==> src/rtl/irq_regbank_pkg.sv <==
package irq_regbank_pkg;

    localparam logic [11:0] OFS_EN_SET = 12'h100;
    localparam logic [11:0] OFS_EN_CLR = 12'h180;
    localparam logic [11:0] OFS_PD_SET = 12'h200;
    localparam logic [11:0] OFS_PD_CLR = 12'h280;
    localparam logic [11:0] OFS_ACT    = 12'h300;
    localparam logic [11:0] OFS_PRIO   = 12'h400;
    localparam logic [11:0] OFS_TRIG   = 12'hF00;

    typedef enum logic [2:0] {
        SEL_NONE,
        SEL_EN_SET,
        SEL_EN_CLR,
        SEL_PD_SET,
        SEL_PD_CLR,
        SEL_ACT,
        SEL_PRIO,
        SEL_TRIG
    } reg_sel_e;

endpackage

==> src/rtl/irq_setclr_vec.sv <==
module irq_setclr_vec #(
    parameter int N = 35
) (
    input  logic         clk,
    input  logic         rst_n,
    input  logic [N-1:0] sw_set,
    input  logic [N-1:0] sw_clr,
    input  logic [N-1:0] hw_set,
    input  logic [N-1:0] hw_clr,
    output logic [N-1:0] q
);

    typedef struct packed {
        logic [N-1:0] flags;
    } vec_state_t;

    vec_state_t state_d, state_q;

    // sets dominate clears, so hardware set beats a software clear
    always_comb begin
        state_d = state_q;
        state_d.flags = (state_q.flags & ~sw_clr & ~hw_clr) | sw_set | hw_set;
    end

    always_ff @(posedge clk or negedge rst_n) begin
        if (!rst_n) state_q <= '0;
        else        state_q <= state_d;
    end

    assign q = state_q.flags;

    p_hold_r2: assert property (@(posedge clk) disable iff (!rst_n)
        !(|(sw_set | sw_clr | hw_set | hw_clr)) |=> $stable(q));

    p_hw_set_wins_r10: assert property (@(posedge clk) disable iff (!rst_n)
        (|hw_set) |=> ((q & $past(hw_set)) == $past(hw_set)));

    p_sw_clear_r3: assert property (@(posedge clk) disable iff (!rst_n)
        (|(sw_clr & ~sw_set & ~hw_set)) |=>
        ((q & $past(sw_clr & ~sw_set & ~hw_set)) == '0));

endmodule

==> src/rtl/irq_prio_bank.sv <==
module irq_prio_bank #(
    parameter int N  = 35,
    parameter int PW = 5
) (
    input  logic          clk,
    input  logic          rst_n,
    input  logic          wr_en,
    input  logic [7:0]    wr_idx,
    input  logic [31:0]   wr_data,
    output logic [N*PW-1:0] prio_flat
);

    localparam int LOW = 8 - PW;

    typedef struct packed {
        logic [N-1:0][PW-1:0] field;
    } prio_state_t;

    prio_state_t state_d, state_q;

    always_comb begin
        state_d = state_q;
        for (int i = 0; i < N; i++) begin
            if (wr_en && (i / 4) == int'(wr_idx))
                state_d.field[i] = wr_data[8*(i%4)+LOW +: PW];
        end
    end

    always_ff @(posedge clk or negedge rst_n) begin
        if (!rst_n) state_q <= '0;
        else        state_q <= state_d;
    end

    assign prio_flat = state_q.field;

    p_prio_hold_r6: assert property (@(posedge clk) disable iff (!rst_n)
        !wr_en |=> $stable(prio_flat));

endmodule

==> src/rtl/irq_regbank.sv <==
module irq_regbank
    import irq_regbank_pkg::*;
#(
    parameter int NUM_SRC = 35,
    parameter int PRIO_W  = 5
) (
    input  logic               clk,
    input  logic               rst_n,
    input  logic [11:0]        bus_addr,
    input  logic               bus_we,
    input  logic [31:0]        bus_wdata,
    output logic [31:0]        bus_rdata,
    input  logic [NUM_SRC-1:0] irq_req,
    input  logic [NUM_SRC-1:0] core_active,
    output logic [NUM_SRC-1:0] irq_out
);

    localparam int FLAG_WORDS = (NUM_SRC + 31) / 32;
    localparam int PRIO_WORDS = (NUM_SRC + 3) / 4;
    localparam int LOW        = 8 - PRIO_W;

    typedef struct packed {
        logic [NUM_SRC-1:0] req;
        logic [NUM_SRC-1:0] act;
    } edge_state_t;

    edge_state_t state_d, state_q;

    reg_sel_e           sel;
    logic [7:0]         widx;
    logic [NUM_SRC-1:0] en_set, en_clr, pd_set, pd_clr;
    logic [NUM_SRC-1:0] req_rise, act_rise, pd_hw_clr;
    logic [NUM_SRC-1:0] en_q, pd_q;
    logic [NUM_SRC*PRIO_W-1:0] prio_flat;
    logic               prio_wr;

    // address decode
    always_comb begin
        sel  = SEL_NONE;
        widx = 8'd0;
        if (bus_addr[1:0] == 2'b00) begin
            if (bus_addr == OFS_TRIG) begin
                sel = SEL_TRIG;
            end else if (bus_addr[11:10] == OFS_PRIO[11:10]) begin
                widx = bus_addr[9:2];
                if (int'(widx) < PRIO_WORDS) sel = SEL_PRIO;
            end else begin
                widx = {3'b000, bus_addr[6:2]};
                if (int'(widx) < FLAG_WORDS) begin
                    unique case (bus_addr[11:7])
                        OFS_EN_SET[11:7]: sel = SEL_EN_SET;
                        OFS_EN_CLR[11:7]: sel = SEL_EN_CLR;
                        OFS_PD_SET[11:7]: sel = SEL_PD_SET;
                        OFS_PD_CLR[11:7]: sel = SEL_PD_CLR;
                        OFS_ACT[11:7]:    sel = SEL_ACT;
                        default:          sel = SEL_NONE;
                    endcase
                end
            end
        end
    end

    // per-source write masks
    always_comb begin
        en_set = '0;
        en_clr = '0;
        pd_set = '0;
        pd_clr = '0;
        for (int i = 0; i < NUM_SRC; i++) begin
            if (bus_we && (i / 32) == int'(widx) && bus_wdata[i%32]) begin
                en_set[i] = (sel == SEL_EN_SET);
                en_clr[i] = (sel == SEL_EN_CLR);
                pd_set[i] = (sel == SEL_PD_SET);
                pd_clr[i] = (sel == SEL_PD_CLR);
            end
            if (bus_we && sel == SEL_TRIG && int'(bus_wdata[8:0]) == i)
                pd_set[i] = 1'b1;
        end
    end

    assign prio_wr = bus_we && (sel == SEL_PRIO);

    // edge tracking for requests and active status
    always_comb begin
        state_d     = state_q;
        state_d.req = irq_req;
        state_d.act = core_active;
        req_rise    = irq_req & ~state_q.req;
        act_rise    = core_active & ~state_q.act;
        pd_hw_clr   = act_rise & ~irq_req;
    end

    always_ff @(posedge clk or negedge rst_n) begin
        if (!rst_n) state_q <= '0;
        else        state_q <= state_d;
    end

    irq_setclr_vec #(.N(NUM_SRC)) u_enable (
        .clk    (clk),
        .rst_n  (rst_n),
        .sw_set (en_set),
        .sw_clr (en_clr),
        .hw_set ({NUM_SRC{1'b0}}),
        .hw_clr ({NUM_SRC{1'b0}}),
        .q      (en_q)
    );

    irq_setclr_vec #(.N(NUM_SRC)) u_pending (
        .clk    (clk),
        .rst_n  (rst_n),
        .sw_set (pd_set),
        .sw_clr (pd_clr),
        .hw_set (req_rise),
        .hw_clr (pd_hw_clr),
        .q      (pd_q)
    );

    irq_prio_bank #(.N(NUM_SRC), .PW(PRIO_W)) u_prio (
        .clk       (clk),
        .rst_n     (rst_n),
        .wr_en     (prio_wr),
        .wr_idx    (widx),
        .wr_data   (bus_wdata),
        .prio_flat (prio_flat)
    );

    // read mux
    always_comb begin
        bus_rdata = '0;
        for (int i = 0; i < NUM_SRC; i++) begin
            if ((i / 32) == int'(widx)) begin
                unique case (sel)
                    SEL_EN_SET, SEL_EN_CLR: bus_rdata[i%32] = en_q[i];
                    SEL_PD_SET, SEL_PD_CLR: bus_rdata[i%32] = pd_q[i];
                    SEL_ACT:                bus_rdata[i%32] = state_q.act[i];
                    default: ;
                endcase
            end
            if (sel == SEL_PRIO && (i / 4) == int'(widx))
                bus_rdata[8*(i%4)+LOW +: PRIO_W] = prio_flat[i*PRIO_W +: PRIO_W];
        end
    end

    assign irq_out = en_q & pd_q;

    p_prio_low_zero_r6: assert property (@(posedge clk) disable iff (!rst_n)
        (bus_addr[11:10] == 2'b01) |-> ((bus_rdata & 32'h0707_0707) == 32'h0));

    p_trig_reads_zero_r7: assert property (@(posedge clk) disable iff (!rst_n)
        (bus_addr == OFS_TRIG) |-> (bus_rdata == 32'h0));

    p_pending_after_rise_r8: assert property (@(posedge clk) disable iff (!rst_n)
        (|req_rise) |=> ((pd_q & $past(req_rise)) == $past(req_rise)));

endmodule

==> config.mk <==
export PLATFORM = sky130hd
export DESIGN_NAME = irq_regbank
export DESIGN_NICKNAME = d
export VERILOG_FILES = /design/src/rtl/irq_regbank_pkg.sv /design/src/rtl/irq_setclr_vec.sv /design/src/rtl/irq_prio_bank.sv /design/src/rtl/irq_regbank.sv
export SDC_FILE = /design/constraint.sdc
export NUM_CORES = 1
export LEC_CHECK = 0
export BUFFER_PORTS_ARGS = -buffer_cell sky130_fd_sc_hd__buf_4
export CAP_MARGIN = 20
export CORE_MARGIN = 3
export CORE_UTILIZATION = 59
export CTS_CLUSTER_SIZE = 10
export DETAILED_ROUTE_END_ITERATION = 10
export PLACE_DENSITY_LB_ADDON = 0.12
export SYNTH_ARGS = -nofsm -noshare
export SYNTH_HDL_FRONTEND = slang
export SYNTH_HIERARCHICAL = 1
export SYNTH_SLANG_ARGS = --single-unit
==> constraint.sdc <==
create_clock -name clk -period 3.25 [get_ports clk]
set_input_delay 0.325 -clock clk [delete_from_list [all_inputs] [get_ports clk]]
set_output_delay 0.325 -clock clk [all_outputs]
set_load 0.05 [all_outputs]
---- Word-level counts from Yosys, hierarchy flattened ----
Index checks and enable logic that the tools add are counted.
storage, ports and cells
  output and inout bits ................... 67
  logic and storage cells ................. 499
  register bits after elaboration ......... 315
cells by class
  eq/ne operators ......................... 56
  muxes and demuxes ....................... 289
  $lt $le $gt $ge ......................... 2
  bitwise logic cells ..................... 16
  reduce and logical (&&, ||, !) cells .... 97
operators by type and width
  kind                                           count
  bitwise AND 35 bit                             7
  2-to-1 mux 1 bit                               210
  NOT 35 bit                                     6
  2-to-1 mux 5 bit                               35
  == test 9 x 6 -> 1 bit, second input constant  16
  bitwise OR 35 bit                              3
  one-hot mux 1 bit (3 select lines)             35
  logical AND 1 bit                              92
  == test 9 x 5 -> 1 bit, second input constant  8
  == test 9 x 4 -> 1 bit, second input constant  4
  == test 4 x 8 -> 1 bit, first input constant   4
  == test 9 x 7 -> 1 bit, second input constant  3
  2-to-1 mux 8 bit                               3
  == test 9 x 3 -> 1 bit, second input constant  2
  == test 3 x 8 -> 1 bit, first input constant   2
  == test 5 x 3 -> 1 bit, second input constant  3
  2-to-1 mux 3 bit                               5
  one-hot mux 3 bit (5 select lines)             1
  == test 12 bit, second input constant          1
  == test 3 bit, second input constant           4
  == test 5 x 2 -> 1 bit, second input constant  2
  == test 9 x 2 -> 1 bit, second input constant  1
  logical NOT 9 bit                              1
  == test 2 x 8 -> 1 bit, first input constant   1
  other kinds (9)                                11

---- Logic depth before layout (Yosys ltp) ----
  word-level depth ........................ 21
  mapped depth ............................ 10

---- Cells and area by module ----
Netlist, hierarchy kept.
by module, submodules not included
  module          seq. area each (µm²)  cells an instance  instances  area an instance (µm²)
  irq_prio_bank   4379.2                384                1          6610.1
  irq_regbank     1751.7                748                1          6082.1
  irq_setclr_vec  875.8                 105                2          1313.8

---- Worst setup path before layout ----
OpenSTA, ideal clock, no wires.
  path type ............................... in2out
  start point ............................. input port bus_addr[8]
  end point ............................... output port bus_rdata[7]
  arrival time ............................ 2886 ps
  required time ........................... 2925 ps
  cell stages on the path ................. 8
  slack ................................... 39 ps
  path through ............................ buf_2 -> and3b_1 -> o211a_1 -> or3_4 -> a2111oi_0 -> o211ai_1 -> a211o_1 -> a31oi_1
on the way
  cells in the longest elaborated chain, start to end .. 19
ends and longest elaborated chain
  item                                                                          RTL line            text
  start: declaration                                                            irq_regbank.sv:9    input logic [11:0] bus_addr,
  branches (longest 18 deep; another with less-than comparator 8 x 4 -> 1 bit)  -
  2-to-1 mux 5 bit (*)                                                          irq_regbank.sv:139  if (sel == SEL_PRIO && (i / 4) == int'(widx))
  end: declaration                                                              irq_regbank.sv:12   output logic [31:0] bus_rdata,
Every way passes the cells marked *.

---- Worst setup path after layout ----
  start point ............................. input port bus_addr[6]
  end point ............................... output port bus_rdata[11]
on the way
  cells in the longest elaborated chain, start to end .. 18
ends and longest elaborated chain
  item                                                                                               RTL line                              text
  less-than comparator 8 x 4 -> 1 bit / less-than comparator 5 x 2 -> 1 bit (equally long branches)  irq_regbank.sv:46, irq_regbank.sv:49
  2-to-1 mux 3 bit (on tied branches)                                                                irq_regbank.sv:46, irq_regbank.sv:49
  2-to-1 mux 3 bit                                                                                   irq_regbank.sv:44                     end else if (bus_addr[11:10] == OFS_PRIO[11:10]) begin
  2-to-1 mux 3 bit                                                                                   irq_regbank.sv:42                     if (bus_addr == OFS_TRIG) begin
  2-to-1 mux 3 bit                                                                                   irq_regbank.sv:41                     if (bus_addr[1:0] == 2'b00) begin
  == test 3 bit                                                                                      irq_regbank.sv:139
  logical AND 1 bit                                                                                  irq_regbank.sv:139
  2-to-1 mux 5 bit (3 in a row)                                                                      irq_regbank.sv:139
  one-hot mux 1 bit (3 select lines)                                                                 irq_regbank.sv:132                    unique case (sel)
  2-to-1 mux 1 bit                                                                                   irq_regbank.sv:131                    if ((i / 32) == int'(widx)) begin
  2-to-1 mux 5 bit (5 in a row)                                                                      irq_regbank.sv:139
  2-to-1 mux 5 bit (*)                                                                               irq_regbank.sv:139
Every way passes the cells marked *; elsewhere a longest branch is shown, timed or not.

==> impl_results.md <==
- Run status: finished clean
- R2r endpoint: u_pending/q[0]
- Post-synth EDFFs: 0
- Chip Height: 167 um
- FF-to-FF path depth: 3
- TritonRoute pass-1 iters: 7
- Fmax: approximately 310 MHz
- Drt drc: 0
- Initial antenna violation count: 3
- Hold crit path type: in2reg
- Min-delay src: bus_wdata[17]
- CTS H-tree depth: 2
- Total GRT Usage: 0.334
- Max-slew headroom: 0.384
- CP max stage delay: 570 ps
- Clock period minus final worst setup slack: 3180 ps
- Nets: between 1500 and 2000
- CTS tree: done
- Via count: about 13000
- Worst Path Max Fanout: 25
- Most common cell on crit path: buf_4
- Mapped Cells: around 1300
- Pwr dens: around 450 mW/mm2
- Vias in the first global route: approximately 13000
- Seq/Total Area, Yosys: 0.515
- Initial Util: 0.605
- Area growth syn-to-layout: 27.7%
- Post-synth cell types: just over 70
- Setup repair after global routing missed its margin: no
- IO Port Bufs: 183
- Routed vias/inst: between 6 and 7
- Leakage power: 9.10 nW
- Hold path cells: 3
- Crit end category: output pin
- Top delay family on crit path: compound AO/OA/AOI/OAI gates
- Utilization after layout: 0.773
- Overflow left after global routing: 0
- Avg Cell Area, Syn: 11.4 um2
- Die width: about 170 um
- Final HPWL DP: approximately 32000 um
- CTS Root Cell: clkbuf_16
- Post-synth top cells: dfrtp_1, mux2_2, and2_1, nor2_1, a211o_1
- Largest net degree at the start of global routing: 84
- Max-cap viol count: 0
- RD Place Congestion: roughly 1
- Synth Warn #: 6
- Hold Path Sink: u_enable/q[17]
- Post-route cell area: around 0.02 mm2
- Worst-Margin Slew: 923 ps
- Final Worst Setup Slack: roughly 73 ps
- Initial DRC count: 1397
- Final Power: 8.83 mW
- Main synth FF type: dfrtp_1
- Flop and latch count out of synthesis: around 320
- Critical path, cell by cell: buf_4 > or3b_2 > o31ai_4 > a211oi_4 > buf_12 > a222oi_1 > o2111ai_1 > a22o_1 > buf_4
- Worst-path clk slew: approximately 50 ps
- Final Max Tran Viols: 0
- Arrival @ worst endpoint: about 2900 ps
- Placed cell area: around 0.018 mm2
- Hold Fails Final Rpt: 0
- DIE AREA: around 0.028 mm2
- Critical Path RT: 2920 ps
- Final wirelength: between 40000 and 50000 um
- Top-count cell post-synth: dfrtp_1
- Setup CP Type: in2out
- TritonCTS Buffers: 38
- R2R Setup Slk: 2080 ps
- Top-area cell type share of the netlist area: 0.515
- Post-Syn Area: around 0.015 mm2
- Setup TNS: 0 ps
- Clock skew: 5.03 ps
- Tcrit/Tclk final: 0.978
- Non-Filler Instances: 2057
- FP Rows: 58
- Post-synth top area cell: dfrtp_1
- Drt wl/cell: about 23 um
- Core Area: 0.0253 mm2
- Pre-CTS WS: -15.8 ps
- Final setup vio count: 0
- Buf/Inv on CP: 3
- Critical-path top delay cell: a222oi_1
- Share of layout cells above drive strength 1: 0.301
- Setup crit start kind: primary input
- I/O pin count: between 150 and 200
- RR Startpoint: state_q[0]
- Clk Latency, worst-skew pair: between 500 and 600 ps
- Hold_ws: 136 ps
- CTS max path bufs: 3
- Routed Antenna Nets: 0
- Synth area leaders: dfrtp_1, mux2_2, and2_1, a211o_1, nor2_1
- First-pass GRT wire length: roughly 74000 um
- Clock sink total: about 320
- Fraction of registers with async set/reset: 1.00
- Post-placement cell count: 1931
- Max VDD drop: between 0.0003 and 0.0004 V
-- worst reg2reg max path, stage by stage, from the launching register on --
cell and delay [ps]:
dfrtp_1 410, nor3b_1 290, nor2_1 70, a211o_1 290
-- cell usage in the layout (no fill, tap or decap), types with 4 or more instances in the layout --
cell type and n:
dfrtp_1 315, buf_4 249, mux2_2 179, and2_1 139
nor2_1 126, a211o_1 75, dlygate4sd3_1 71, conb_1 70
nand2_1 62, a222oi_1 40, nor3b_1 39, nor2b_1 39
clkbuf_16 39, o21ai_0 30, a221oi_1 24, o22ai_1 20
nand3_1 19, a21oi_1 13, nor3_1 12, a22oi_1 11
clkbuf_1 10, buf_12 10, a22o_1 8, inv_1 7
nand4_1 7, nor3_2 6, nor2_2 5, and3_1 5
o211ai_1 5, o31ai_1 5, a221o_1 5, o21a_1 5
o221ai_1 4
-- area by class of cell --
cell class / count / area, um2
Clock inverter: 2 / 13.8
Inverter: 7 / 26.3
Tap cell: 330 / 413
Sequential cell: 315 / 7880
Multi-Input combinational cell: 1021 / 7410
Clock buffer: 50 / 1030
Antenna cell: 1 / 2.50
Timing Repair Buffer: 331 / 2800
Fill cell: 1638 / 5760
-- sequential cells by signal, summed over array words and instances (netlist names) --
signal            flops
u_pending/q          35
u_prio/prio_flat    175
state_q              70
u_enable/q           35
-- cell families after synthesis --
| kind of cell | after synthesis | synth area share |
|---|---|---|
| buf+inv | 75 | 0.0244 |
| other cells | 1 | 0.000245 |
| compound gates | 272 | 0.145 |
| simple gates | 496 | 0.181 |
| mux | 182 | 0.134 |
| flops | 315 | 0.515 |
| xor+xnor | 1 | 0.000572 |
-- timing repair --
| action | CTS | global route |
|---|---|---|
| setup endpoints to repair | 1 | 14 |
| gates cloned | 0 | 0 |
| hold buffers | 71 | 0 |
| pin swaps | 0 | 2 |
| buffers inserted | 2 | 0 |
| hold endpoints to repair | 146 | 0 |
| gates resized for setup | 0 | 9 |
-- how the worst max path moves through the flow --
| stage | from | end | slack [ps] | depth (start not counted) |
|---|---|---|---|---|
| after floorplan | bus_addr[8] | bus_rdata[7] | 40 | 8 |
| after global placement | bus_addr[5] | bus_rdata[7] | 40 | 11 |
| after detailed placement | bus_addr[5] | bus_rdata[7] | -20 | 11 |
| after CTS | bus_addr[1] | bus_rdata[13] | 40 | 10 |
| after global routing | bus_addr[6] | bus_rdata[11] | 4 | 9 |
| final | bus_addr[6] | bus_rdata[11] | 70 | 9 |
-- routing by layer --
layer  track usage  vias up  wire (um)
met3        0.0626      111       4120
met4        0.0946        4       1320
met1         0.448     6454      18700
met2         0.564      646      23100
met5             0        -         21
li1              -     5660          -
-- where the power goes --
part | leakage, nW | total [mW] | internal (mW) | switching (mW)
Combinational | 4.59 | 0.971 | 0.382 | 0.589
Clock | 0.508 | 3.70 | 2.18 | 1.53
Sequential | 4.00 | 4.15 | 4.06 | 0.0971
Note: power is estimated with default switching activity, not from simulation.
